$ cat config.mk
export PLATFORM = sky130hd
export DESIGN_NAME = tdm_slot_rx
export DESIGN_NICKNAME = d
export VERILOG_FILES = /design/src/rtl/tdmrx_pkg.sv /design/src/rtl/tdmrx_sync.sv /design/src/rtl/tdmrx_framer.sv /design/src/rtl/tdmrx_deser.sv /design/src/rtl/tdm_slot_rx.sv
export SDC_FILE = /design/constraint.sdc
export NUM_CORES = 1
export LEC_CHECK = 0
export ABC_CLOCK_PERIOD_IN_PS = 1900
export BUFFER_PORTS_ARGS = -buffer_cell sky130_fd_sc_hd__buf_2
export CAP_MARGIN = 10
export CORE_MARGIN = 2
export CORE_UTILIZATION = 25
export DETAILED_ROUTE_END_ITERATION = 12
export GPL_TIMING_DRIVEN = 0
export RECOVER_POWER = 25
export SYNTH_ARGS = -nofsm -noshare
export SYNTH_HDL_FRONTEND = slang
export SYNTH_HIERARCHICAL = 1
export SYNTH_SLANG_ARGS = --single-unit
$ cat constraint.sdc
create_clock -name clk_i -period 1.9 [get_ports clk_i]
set_input_delay 0.19 -clock clk_i [delete_from_list [all_inputs] [get_ports clk_i]]
set_output_delay 0.19 -clock clk_i [all_outputs]
set_load 0.03 [all_outputs]
$ cat src/rtl/tdmrx_pkg.sv
package tdmrx_pkg;

  typedef enum logic {
    RX_WAIT   = 1'b0,
    RX_ACTIVE = 1'b1
  } rx_state_e;

  typedef struct packed {
    logic bclk;
    logic fs;
    logic sd;
  } rx_lines_t;

endpackage

$ cat src/rtl/tdmrx_sync.sv
module tdmrx_sync #(
  parameter int STAGES = 2,
  parameter int WIDTH  = 3
) (
  input  logic             clk_i,
  input  logic             rst_ni,
  input  logic [WIDTH-1:0] d_i,
  output logic [WIDTH-1:0] q_o
);

  logic [STAGES-1:0][WIDTH-1:0] stg_q;

  always_ff @(posedge clk_i or negedge rst_ni) begin
    if (!rst_ni) begin
      stg_q[0] <= '0;
    end else begin
      stg_q[0] <= d_i;
    end
  end

  for (genvar i = 1; i < STAGES; i++) begin : g_stage
    always_ff @(posedge clk_i or negedge rst_ni) begin
      if (!rst_ni) begin
        stg_q[i] <= '0;
      end else begin
        stg_q[i] <= stg_q[i-1];
      end
    end
  end

  assign q_o = stg_q[STAGES-1];

endmodule

$ cat src/rtl/tdmrx_framer.sv
module tdmrx_framer
  import tdmrx_pkg::*;
#(
  parameter int SLOTS     = 8,
  parameter int SLOT_BITS = 32,
  parameter int SLOT_W    = 3,
  parameter int BIT_W     = 5
) (
  input  logic              clk_i,
  input  logic              rst_ni,
  input  logic              tick_i,
  input  logic              fs_i,
  input  logic              err_clr_i,
  output logic              active_o,
  output logic [BIT_W-1:0]  bit_idx_o,
  output logic [SLOT_W-1:0] slot_idx_o,
  output logic              slot_last_o,
  output logic              err_o
);

  localparam logic [BIT_W-1:0]  BIT_LAST  = BIT_W'(SLOT_BITS - 1);
  localparam logic [SLOT_W-1:0] SLOT_LAST = SLOT_W'(SLOTS - 1);

  rx_state_e         state_q, state_d;
  logic [BIT_W-1:0]  bit_q, bit_d;
  logic [SLOT_W-1:0] slot_q, slot_d;
  logic              err_q, err_d;
  logic              err_set;
  logic              at_slot_end;
  logic              at_frame_end;

  assign at_slot_end  = (bit_q == BIT_LAST);
  assign at_frame_end = at_slot_end && (slot_q == SLOT_LAST);

  always_comb begin
    state_d = state_q;
    bit_d   = bit_q;
    slot_d  = slot_q;
    err_set = 1'b0;
    if (tick_i) begin
      unique case (state_q)
        RX_WAIT: begin
          if (fs_i) begin
            state_d = RX_ACTIVE;
            bit_d   = '0;
            slot_d  = '0;
          end
        end
        RX_ACTIVE: begin
          if (at_slot_end) begin
            bit_d = '0;
            if (at_frame_end) begin
              slot_d  = '0;
              state_d = fs_i ? RX_ACTIVE : RX_WAIT;
            end else begin
              slot_d = slot_q + 1'b1;
            end
          end else begin
            bit_d = bit_q + 1'b1;
          end
          if (fs_i && !at_frame_end) begin
            err_set = 1'b1;
          end
        end
        default: state_d = RX_WAIT;
      endcase
    end
    err_d = err_set | (err_q & ~err_clr_i);
  end

  always_ff @(posedge clk_i or negedge rst_ni) begin
    if (!rst_ni) begin
      state_q <= RX_WAIT;
      bit_q   <= '0;
      slot_q  <= '0;
    end else if (tick_i) begin
      state_q <= state_d;
      bit_q   <= bit_d;
      slot_q  <= slot_d;
    end
  end

  always_ff @(posedge clk_i or negedge rst_ni) begin
    if (!rst_ni) begin
      err_q <= 1'b0;
    end else begin
      err_q <= err_d;
    end
  end

  assign active_o    = (state_q == RX_ACTIVE);
  assign bit_idx_o   = bit_q;
  assign slot_idx_o  = slot_q;
  assign slot_last_o = tick_i && (state_q == RX_ACTIVE) && at_slot_end;
  assign err_o       = err_q;

endmodule

$ cat src/rtl/tdmrx_deser.sv
module tdmrx_deser #(
  parameter int SLOTS       = 8,
  parameter int SAMPLE_BITS = 24,
  parameter int OUT_BITS    = 32,
  parameter int SLOT_W      = 3,
  parameter int BIT_W       = 5
) (
  input  logic                clk_i,
  input  logic                rst_ni,
  input  logic                tick_i,
  input  logic                active_i,
  input  logic                sd_i,
  input  logic [BIT_W-1:0]    bit_idx_i,
  input  logic                slot_last_i,
  input  logic [SLOT_W-1:0]   slot_idx_i,
  input  logic [SLOTS-1:0]    slot_en_i,
  output logic [OUT_BITS-1:0] word_o,
  output logic                valid_o,
  output logic [SLOT_W-1:0]   idx_o
);

  localparam int            EXT_BITS   = OUT_BITS - SAMPLE_BITS;
  localparam logic [BIT_W:0] SAMPLE_LIM = (BIT_W+1)'(SAMPLE_BITS);

  logic [SAMPLE_BITS-1:0] sr_q, sr_d;
  logic                   shift_en;
  logic                   hit;
  logic [OUT_BITS-1:0]    word_d;
  logic [OUT_BITS-1:0]    word_q;
  logic [SLOT_W-1:0]      idx_q;
  logic                   valid_q;

  always_comb begin
    shift_en = tick_i && active_i && ({1'b0, bit_idx_i} < SAMPLE_LIM);
    sr_d     = shift_en ? {sr_q[SAMPLE_BITS-2:0], sd_i} : sr_q;
    hit      = slot_last_i && slot_en_i[slot_idx_i];
    word_d   = {{EXT_BITS{sr_d[SAMPLE_BITS-1]}}, sr_d};
  end

  always_ff @(posedge clk_i or negedge rst_ni) begin
    if (!rst_ni) begin
      sr_q <= '0;
    end else if (shift_en) begin
      sr_q <= sr_d;
    end
  end

  always_ff @(posedge clk_i or negedge rst_ni) begin
    if (!rst_ni) begin
      word_q <= '0;
      idx_q  <= '0;
    end else if (hit) begin
      word_q <= word_d;
      idx_q  <= slot_idx_i;
    end
  end

  always_ff @(posedge clk_i or negedge rst_ni) begin
    if (!rst_ni) begin
      valid_q <= 1'b0;
    end else begin
      valid_q <= hit;
    end
  end

  assign word_o  = word_q;
  assign valid_o = valid_q;
  assign idx_o   = idx_q;

endmodule

$ cat src/rtl/tdm_slot_rx.sv
module tdm_slot_rx
  import tdmrx_pkg::*;
#(
  parameter int SLOTS       = 8,
  parameter int SLOT_BITS   = 32,
  parameter int SAMPLE_BITS = 24,
  parameter int OUT_BITS    = 32,
  parameter int SYNC_STAGES = 2,
  parameter int SLOT_W      = (SLOTS > 1) ? $clog2(SLOTS) : 1
) (
  input  logic                clk_i,
  input  logic                rst_ni,
  input  logic                bclk_i,
  input  logic                fsync_i,
  input  logic                sdata_i,
  input  logic [SLOTS-1:0]    slot_en_i,
  input  logic                err_clr_i,
  output logic [OUT_BITS-1:0] word_o,
  output logic                word_valid_o,
  output logic [SLOT_W-1:0]   slot_idx_o,
  output logic                frame_err_o
);

  localparam int BIT_W = (SLOT_BITS > 1) ? $clog2(SLOT_BITS) : 1;

  rx_lines_t         raw_lines;
  rx_lines_t         sync_lines;
  logic              bclk_prev_q;
  logic              fall_tick;
  logic              active;
  logic [BIT_W-1:0]  bit_idx;
  logic [SLOT_W-1:0] slot_idx;
  logic              slot_last;

  assign raw_lines = '{bclk: bclk_i, fs: fsync_i, sd: sdata_i};

  tdmrx_sync #(
    .STAGES (SYNC_STAGES),
    .WIDTH  ($bits(rx_lines_t))
  ) u_sync (
    .clk_i  (clk_i),
    .rst_ni (rst_ni),
    .d_i    (raw_lines),
    .q_o    (sync_lines)
  );

  always_ff @(posedge clk_i or negedge rst_ni) begin
    if (!rst_ni) begin
      bclk_prev_q <= 1'b0;
    end else begin
      bclk_prev_q <= sync_lines.bclk;
    end
  end

  assign fall_tick = bclk_prev_q && !sync_lines.bclk;

  tdmrx_framer #(
    .SLOTS     (SLOTS),
    .SLOT_BITS (SLOT_BITS),
    .SLOT_W    (SLOT_W),
    .BIT_W     (BIT_W)
  ) u_framer (
    .clk_i       (clk_i),
    .rst_ni      (rst_ni),
    .tick_i      (fall_tick),
    .fs_i        (sync_lines.fs),
    .err_clr_i   (err_clr_i),
    .active_o    (active),
    .bit_idx_o   (bit_idx),
    .slot_idx_o  (slot_idx),
    .slot_last_o (slot_last),
    .err_o       (frame_err_o)
  );

  tdmrx_deser #(
    .SLOTS       (SLOTS),
    .SAMPLE_BITS (SAMPLE_BITS),
    .OUT_BITS    (OUT_BITS),
    .SLOT_W      (SLOT_W),
    .BIT_W       (BIT_W)
  ) u_deser (
    .clk_i       (clk_i),
    .rst_ni      (rst_ni),
    .tick_i      (fall_tick),
    .active_i    (active),
    .sd_i        (sync_lines.sd),
    .bit_idx_i   (bit_idx),
    .slot_last_i (slot_last),
    .slot_idx_i  (slot_idx),
    .slot_en_i   (slot_en_i),
    .word_o      (word_o),
    .valid_o     (word_valid_o),
    .idx_o       (slot_idx_o)
  );

endmodule

### Word-level counts from Yosys, hierarchy flattened

Index checks and enable logic that the tools add are counted.

| word-level totals | value |
|---|---|
| bits in registers | 69 |
| output and inout port bits | 37 |

| operators by class | value |
|---|---|
| add/sub/neg operators | 2 |
| magnitude comparators | 2 |
| equal/unequal tests | 4 |
| mux-type cells | 17 |
| bitwise operators | 4 |
| reductions and logical operators | 11 |

Operator list:

| cell | number |
|---|---|
| $mux W24 | 1 |
| $mux W5 | 2 |
| $pmux W5 S2 | 1 |
| $mux W3 | 3 |
| $logic_and A1 B1 Y1 | 7 |
| $mux W1 | 7 |
| $pmux W3 S2 | 1 |
| $add A5 B1 Y5 const B | 1 |
| $eq A5 B5 Y1 const B | 1 |
| $lt A5 B5 Y1 const B | 1 |
| $lt A3 B4 Y1 const B | 1 |
| $ne A2 B2 Y1 const B | 2 |
| $add A3 B1 Y3 const B | 1 |
| $bmux W1 S3 | 1 |
| $eq A3 B3 Y1 const B | 1 |
| $reduce_and A3 Y1 | 1 |
| $logic_not A1 Y1 | 2 |
| $not A1 Y1 | 2 |
| $pmux W1 S2 | 1 |
| $reduce_and A2 Y1 | 1 |
| $and A1 B1 Y1 | 1 |
| $or A1 B1 Y1 | 1 |

### Logic depth before layout (Yosys ltp)

Gate-level depths: netlist of run 1.

| depth | value |
|---|---|
| word-level depth | 8 |
| depth in mapped cells | 9 |
| depth with buffers taken out | 7 |

### Cells and area by module

Netlist of run 1, hierarchy kept.

Modules (own cells, without submodules):

| module | times used | cells an instance | area an instance (µm²) | seq. area each (µm²) |
|---|---|---|---|---|
| tdmrx_deser | 1 | 126 | 2162.1 | 1301.2 |
| tdmrx_framer | 1 | 48 | 550.5 | 250.2 |
| tdmrx_sync | 1 | 9 | 172.7 | 150.1 |
| tdm_slot_rx | 1 | 2 | 38.8 | 25.0 |

### Least setup slack after synthesis of run 1

No wires, ideal clock.

| timing path | value |
|---|---|
| path type | register to register |
| start point | register u_framer.bit_q[0] (netlist: u_framer/bit_idx_o[0]) |
| end point | register u_deser.idx_q[0] (netlist: u_deser/idx_o[0]) |
| library setup time | 0.125 ns |
| data arrival time | 1.926 ns |
| required time | 1.775 ns |
| path slack | -0.151 ns |
| cell stages (with the launch flop) | 10 |
| buffers on the path | 2 |
| cell sequence | dfrtp_1 -> ha_1 -> and3_1 -> ha_1 -> and3_2 -> o221a_4 -> o21a_1 -> buf_6 -> buf_12 -> mux2_4 |

| between the ends | value |
|---|---|
| word-level cells in the longest chain between the ends | 3 |

RTL lines:

| what | line | source |
|---|---|---|
| from (decl) | tdmrx_framer.sv:25 | `logic [BIT_W-1:0] bit_q, bit_d;` |
| from (signal assigned) | tdmrx_framer.sv:78 | `bit_q <= bit_d;` |
| $eq A5 B5 Y1 | tdmrx_framer.sv:32 | `assign at_slot_end = (bit_q == BIT_LAST);` |
| $logic_and A1 B1 Y1 | tdmrx_framer.sv:94 | `assign slot_last_o = tick_i && (state_q == RX_ACTIVE) && at_slot_end;` |
| via slot_last | tdm_slot_rx.sv:33 | `logic slot_last;` |
| $logic_and A1 B1 Y1 | tdmrx_deser.sv:36 | `hit = slot_last_i && slot_en_i[slot_idx_i];` |
| to (signal assigned) | tdmrx_deser.sv:54 | `idx_q <= slot_idx_i;` |
| to (decl) | tdmrx_deser.sv:30 | `logic [SLOT_W-1:0] idx_q;` |

The timed path passes the listed nets, and every way through them passes these cells.
A chain may end at the register's enable or synchronous reset.

### Final worst setup path of run 1

| timing path | value |
|---|---|
| start point | register u_framer.bit_q[1] (netlist: u_framer/bit_idx_o[1]) |
| end point | register u_deser.word_q[16] (netlist: u_deser/word_o[16]) |

| between the ends | value |
|---|---|
| word-level cells in the longest chain between the ends | 3 |

RTL lines:

| what | line | source |
|---|---|---|
| $eq A5 B5 Y1 | tdmrx_framer.sv:32 |  |
| $logic_and A1 B1 Y1 | tdmrx_framer.sv:94 |  |
| via slot_last | tdm_slot_rx.sv:33 |  |
| $logic_and A1 B1 Y1 | tdmrx_deser.sv:36 |  |
| to (signal assigned) | tdmrx_deser.sv:53 | `word_q <= word_d;` |
| to (decl) | tdmrx_deser.sv:29 | `logic [OUT_BITS-1:0] word_q;` |

The timed path passes the listed nets, and every way through them passes these cells.

==> impl_metrics.json, run 1 <==
{
  "gp_congestion": 0.6698,
  "yosys_warnings": 6,
  "min_period_over_period_pct": 110.8,
  "cts_buffers": 9,
  "clock_sinks": 69,
  "drt_iter0_markers": 63,
  "drtPass1Iterations": 4,
  "clkLatencyLatePin_ps": 330,
  "regToRegEndpoint": "u_deser/word_o[16]",
  "post-route-min-period_ps": 2106,
  "timing.final.ws_setup_ps": -205.7,
  "grt_antenna_before_repair": 0,
  "grt_pass1_vias": 1788,
  "syn-num-nets": 203,
  "vias": 1734,
  "fillers": 1146,
  "timing.rr.start": "u_framer/bit_idx_o[1]",
  "setup_viol": 26,
  "regToRegSetupSlack_ps": -210,
  "antenna_cells": 0,
  "start_util_pct": 25.61,
  "maxSlewHeadroom_pct": -13.69,
  "ir_worst_vdd_v": 0.0005648,
  "drive_above_1_share_pct": 60.67,
  "dpl.cell_count": 378,
  "root_buffer": "clkbuf_16",
  "port_buffers": 50,
  "die_h_um": 112.2,
  "crit_start": "u_framer/bit_idx_o[1]",
  "fp.coreArea_mm2": 0.01142,
  "power_density_mw_per_mm2": 1170,
  "hold_viol_final": 0,
  "startpoint_type": "register",
  "fmax_ghz": 0.4749,
  "synthToLayoutAreaGrowth_pct": 34.96,
  "wl_per_cell_um": 13.20,
  "hold_path_end": "u_framer/err_o",
  "wl_um": 5414,
  "dp_hpwl_um": 3385,
  "holdPathStages": 2,
  "rsz0062_at_grt": "yes",
  "gr-total-overflow": 0,
  "final_antenna_net_count": 0,
  "synthCells": 185,
  "std_cell_rows": 39,
  "ys_seq_area_share_pct": 59.05,
  "slew_violations": 70,
  "h-tree-depth": 3,
  "synth_cell_type_count": 35,
  "nets": 280,
  "static-leakage-power_nw": 1.991,
  "crit_arrival_ps": 2310,
  "drc": 0,
  "endpoint_kind": "register",
  "syn-cell-area_mm2": 0.002924,
  "fin_area_mm2": 0.003946,
  "design.die.area_mm2": 0.01258,
  "via_per_inst": 4.229,
  "die_w_um": 112.2,
  "skew_ps": 5.465,
  "worstPathRequired_ps": 2110,
  "synth_area_per_cell_um2": 15.81,
  "dpl-instance-area_mm2": 0.003358,
  "min_path_type": "in2reg",
  "hp-start": "err_clr_i",
  "grt_max_degree": 70,
  "grt_first_pass_wirelength_um": 8707,
  "path_clk_slew_ps": 50,
  "worstRegToRegCells": 9,
  "worstSetupPathType": "reg2reg",
  "tightest_slew_ps": 1705,
  "drv_cap": 1,
  "violations": "max-capacitance violations, max-slew violations, negative setup slack",
  "grtUsageTotal_pct": 8.934,
  "outcome": "finished, violations left",
  "critical_path.max_fanout": 7,
  "pin_count": 51,
  "synth_seq_cells": 69,
  "fin_cells": 410,
  "clock_path_buffers": 2,
  "cts_tree": "built"
}
final cells by class:
type | count | area [µm²] | share of cell area, %
multi-input combinational | 96 | 1087 | 27.55
tap | 143 | 178.9 | 4.534
clock buffer | 10 | 239.0 | 6.056
clock inverter | 6 | 110.1 | 2.790
buffer | 18 | 167.7 | 4.249
inverter | 2 | 7.507 | 0.1902
timing repair buffer | 66 | 429.2 | 10.88
sequential | 69 | 1727 | 43.75
repair_timing:
item,in CTS,in global routing
resized for setup,13,4
hold endpoints to repair,3,0
gates cloned,0,2
setup buffers,7,4
hold buffers,3,0
endpoints found under the setup margin,47,26
pin swaps,0,1
worst max-delay path: stages, from the launching register on:
cell and delay [ps]:
dfrtp_1 360, ha_2 180, and3_4 180, ha_4 140, and3_4 170, o221a_4 160, o21a_1 160, buf_8 170
clkbuf_16 170, mux2_4 290
sequential cells by signal, indices dropped and copies added (netlist names), 3 cells and up:
register             cells
u_framer/bit_idx_o       5
u_deser/idx_o            3
u_deser/word_o          24
u_framer/slot_idx_o      3
u_sync/q_o               3
u_deser/sr_q            24
u_sync/stg_q             3
per-layer routing:
layer	vias to the layer above	track usage [%]	wire length, µm
li1	808	-	-
met1	881	10.33	2360
met2	37	14.46	2682
met3	8	4.050	275
met4	0	3.659	95
met5	-	0	0
cell usage in the layout (no fill, tap or decap), types with 2 or more instances in the layout:
cell	count
clkbuf_16	11
dfrtp_1	69
dlygate4sd3_1	3
nor2_1	2
and3_4	2
nand3b_1	2
ha_1	2
inv_1	2
buf_2	49
mux2_4	27
a32o_1	3
buf_6	2
bufinv_16	3
nand2_1	5
clkinvlp_4	2
nand3_1	3
buf_4	22
nand4_1	2
mux2_2	27
buf_12	3
a21bo_1	2
worst max-delay path by stage:
stage,end,cells past startpoint
finish,u_deser/word_o[16],9
global placement,u_deser/word_o[7],7
detailed placement,u_deser/word_o[7],7
global route,u_deser/idx_o[0],9
floorplan,u_deser/idx_o[0],9
CTS,u_deser/word_o[20],9
cells in the mapped netlist, drive strengths merged:
cell	number	area share (%)
nand3b	2	0.51
and3	2	0.47
nor4bb	1	0.34
inv	2	0.26
o21ai	2	0.34
nand2b	1	0.21
a22o	2	0.64
nor2b	1	0.47
buf	18	5.5
mux2	54	23
and2b	1	0.30
mux4	1	0.77
a32o	3	1.0
o22ai	1	0.21
a21boi	1	0.26
a21oi	1	0.17
nand2	6	0.86
nand4	2	0.43
ha	4	1.7
o21a	1	0.26
nor2	2	0.26
a21bo	3	1.0
or2b	1	0.26
nand3	3	0.51
o221a	1	0.68
dfrtp	69	59
power breakdown:
group          internal, W  switching, W  total (W)
clock              0.00131      0.000611    0.00192
combinational     0.000443      0.000366   0.000808
sequential         0.00172      0.000164    0.00188
cells by family (layout without fill, tap and decap cells):
family	count (synthesis)	after routing	share of synthesized area, %
buffers and inverters	20	102	5.734
adders and majority gates	4	4	1.712
DFF	69	69	59.05
and+or+nand+nor	22	22	4.622
AOI/OAI and AO/OA	15	15	4.621
muxes	55	55	24.26
per-stage QoR:
| step | power [W] | setup TNS [ps] | setup slack, ps | hold slack [ps] | utilization (%) |
|---|---|---|---|---|---|
| after floorplan | 0.002418 | -2891 | -136.0 | -105.6 | - |
| after global placement | 0.002609 | -16650 | -513.8 | 301.2 | 29.39 |
| after detailed placement | 0.002631 | -16830 | -520.0 | 299.4 | 29.41 |
| after CTS | 0.004667 | -4767 | -208.0 | 10.82 | 33.78 |
| after global routing | 0.004847 | -7256 | -303.3 | 45.98 | 34.56 |
| final | 0.004616 | -4688 | -205.7 | 57.75 | 34.56 |
Note: power is estimated with default switching activity, not from simulation.
==> run 2: changes to the inputs <==
Settings changed: CORE_UTILIZATION 25 to 40, GPL_TIMING_DRIVEN 0 to unset.
==> run 2 against run 1 <==
  * The flow finishes with violations (negative setup slack)
  * Largest power group is now registers
  * Die area fell by 36%
  * Final area fell by 8.0%
  * Cell count fell by 14%
  * Clock-buffer cell count rose by 2
  * Fmax rose by 7.0%
==> impl_metrics.json, run 2 (synthesized netlist as in run 1, its figures left out) <==
{
  "hold_viol_final": 0,
  "design.die.area_mm2": 0.008010,
  "pin_count": 51,
  "fin_hold_ws_ps": 29.29,
  "outcome": "finished, violations left",
  "vias": 1600,
  "wl_um": 5042,
  "timing.rr.start": "u_framer/bit_idx_o[1]",
  "power_density_mw_per_mm2": 1068,
  "fp.coreArea_mm2": 0.007176,
  "setup_viol": 26,
  "ir_worst_vdd_v": 0.0005239,
  "maxSlewHeadroom_pct": 39.68,
  "timing.final.ws_setup_ps": -67.71,
  "die_w_um": 89.50,
  "place_ws_ps": -122.3,
  "skew_ps": 5.599,
  "rsz0062_at_grt": "yes",
  "min_path_type": "in2reg",
  "drc": 0,
  "slew_violations": 0,
  "grt_max_degree": 70,
  "static-leakage-power_nw": 1.854,
  "final_common_cell": "dfrtp_1",
  "die_h_um": 89.50,
  "dpl.cell_count": 331,
  "antenna_cells": 0,
  "grt_antenna_before_repair": 0,
  "drt_iter0_markers": 70,
  "crit_start": "u_framer/bit_idx_o[1]",
  "drv_cap": 0,
  "finalPower_w": 0.003877,
  "crit_chain": "ha_2, and3_4, ha_4, and3_4, o221a_4, o21a_4, buf_16, mux2_4",
  "fin_cells": 354,
  "std_cell_rows": 31,
  "grt_first_pass_wirelength_um": 7928,
  "nets": 268,
  "gp_congestion": 0.7513,
  "worstSetupPathType": "reg2reg",
  "utilization_pct": 50.58,
  "root_buffer": "clkbuf_8",
  "grtUsageTotal_pct": 13.72,
  "critical_path.max_fanout": 13,
  "dp_hpwl_um": 3120,
  "startpoint_type": "register",
  "via_per_inst": 4.520,
  "synthToLayoutAreaGrowth_pct": 24.13,
  "port_buffers": 50,
  "gr-total-overflow": 0,
  "grt_pass1_vias": 1656,
  "crit_arrival_ps": 2190,
  "drive_above_1_share_pct": 58.43,
  "endpoint_kind": "register",
  "violations": "negative setup slack",
  "path_clk_slew_ps": 70,
  "slowest_delay_ps": 350,
  "fillers": 623,
  "cp_top_family": "compound AO/OA/AOI/OAI gates",
  "cts_buffers": 9,
  "clock_path_buffers": 2,
  "final_cell_mix": "69 x dfrtp_1, 50 x buf_2, 28 x mux2_4",
  "critPathBufInv": 1,
  "fmax_ghz": 0.5082,
  "post-route-min-period_ps": 1968,
  "hp-start": "err_clr_i",
  "start_util_pct": 40.75,
  "clkLatencyLatePin_ps": 340,
  "final_antenna_net_count": 0,
  "min_period_over_period_pct": 103.6,
  "wl_per_cell_um": 14.24,
  "drtPass1Iterations": 4,
  "clock_sinks": 69,
  "worstPathRequired_ps": 2120,
  "tightest_slew_ps": 904.7,
  "crit_top_cell": "and3_4",
  "cts_tree": "built",
  "h-tree-depth": 3,
  "crit_slowest_cell": "dfrtp_1"
}
[run 2: cell types whose count changed in the layout (fill, tap and decap cells not counted), sizes merged]
| cell | delta |
|---|---|
| dlygate4sd3 | +1 |
| clkinvlp | -1 |
| bufinv | -2 |
| clkinv | +1 |
| buf | -11 |
[run 2: layer usage]
layer,share of wire (%),global-route usage (%),vias to the layer above
met5,0,0,-
li1,-,-,779
met4,1.1,4.749,0
met1,47,16.68,786
met2,48,21.55,29
met3,4.5,6.464,6
[run 2: repair_timing]
action,4_1_cts,5_1_grt
gates resized for setup,2,11
cloned,1,1
hold buffers,4,0
setup buffers,0,1
setup endpoints to repair,26,27
hold endpoints to repair,72,0
[run 2: per-stage QoR]
step           cell area [µm²]  TNS, ps
3_5_place_dp              3294    -2439
5_1_grt                   3630    -3620
6_report                  3630    -1346
3_3_place_gp              3294    -1917
4_1_cts                   3562    -1256
2_1_floorplan             2927    -2891
[run 2: final timing paths]
path | cells past startpoint | endpoint | slack (ps)
max in group asynchronous | 3 | u_framer/bit_idx_o[0] | 680
worst min-delay path | 2 | u_framer/err_o | 30
worst min register to register | 0 | u_sync/q_o[2] | 350
worst max-delay path | 8 | u_deser/word_o[0] | -70
worst max register to register | 8 | u_deser/word_o[0] | -70
min in group asynchronous | 3 | u_deser/word_o[16] | 640
[run 2: cell type report]
type,instances,area [µm²],share of cell area (%)
Sequential cell,69,1727,47.57
Clock buffer,12,145.1,3.999
Inverter,2,7.507,0.2068
Tap cell,99,123.9,3.413
Multi-Input combinational cell,96,1091,30.06
Clock inverter,4,47.55,1.310
Timing Repair Buffer,72,488.0,13.44
[run 2: where the power goes]
part,switching (W),internal [W]
Sequential,0.000145,0.00172
Clock,0.000525,0.000638
Combinational,0.000395,0.000456
Total,0.00106,0.00281
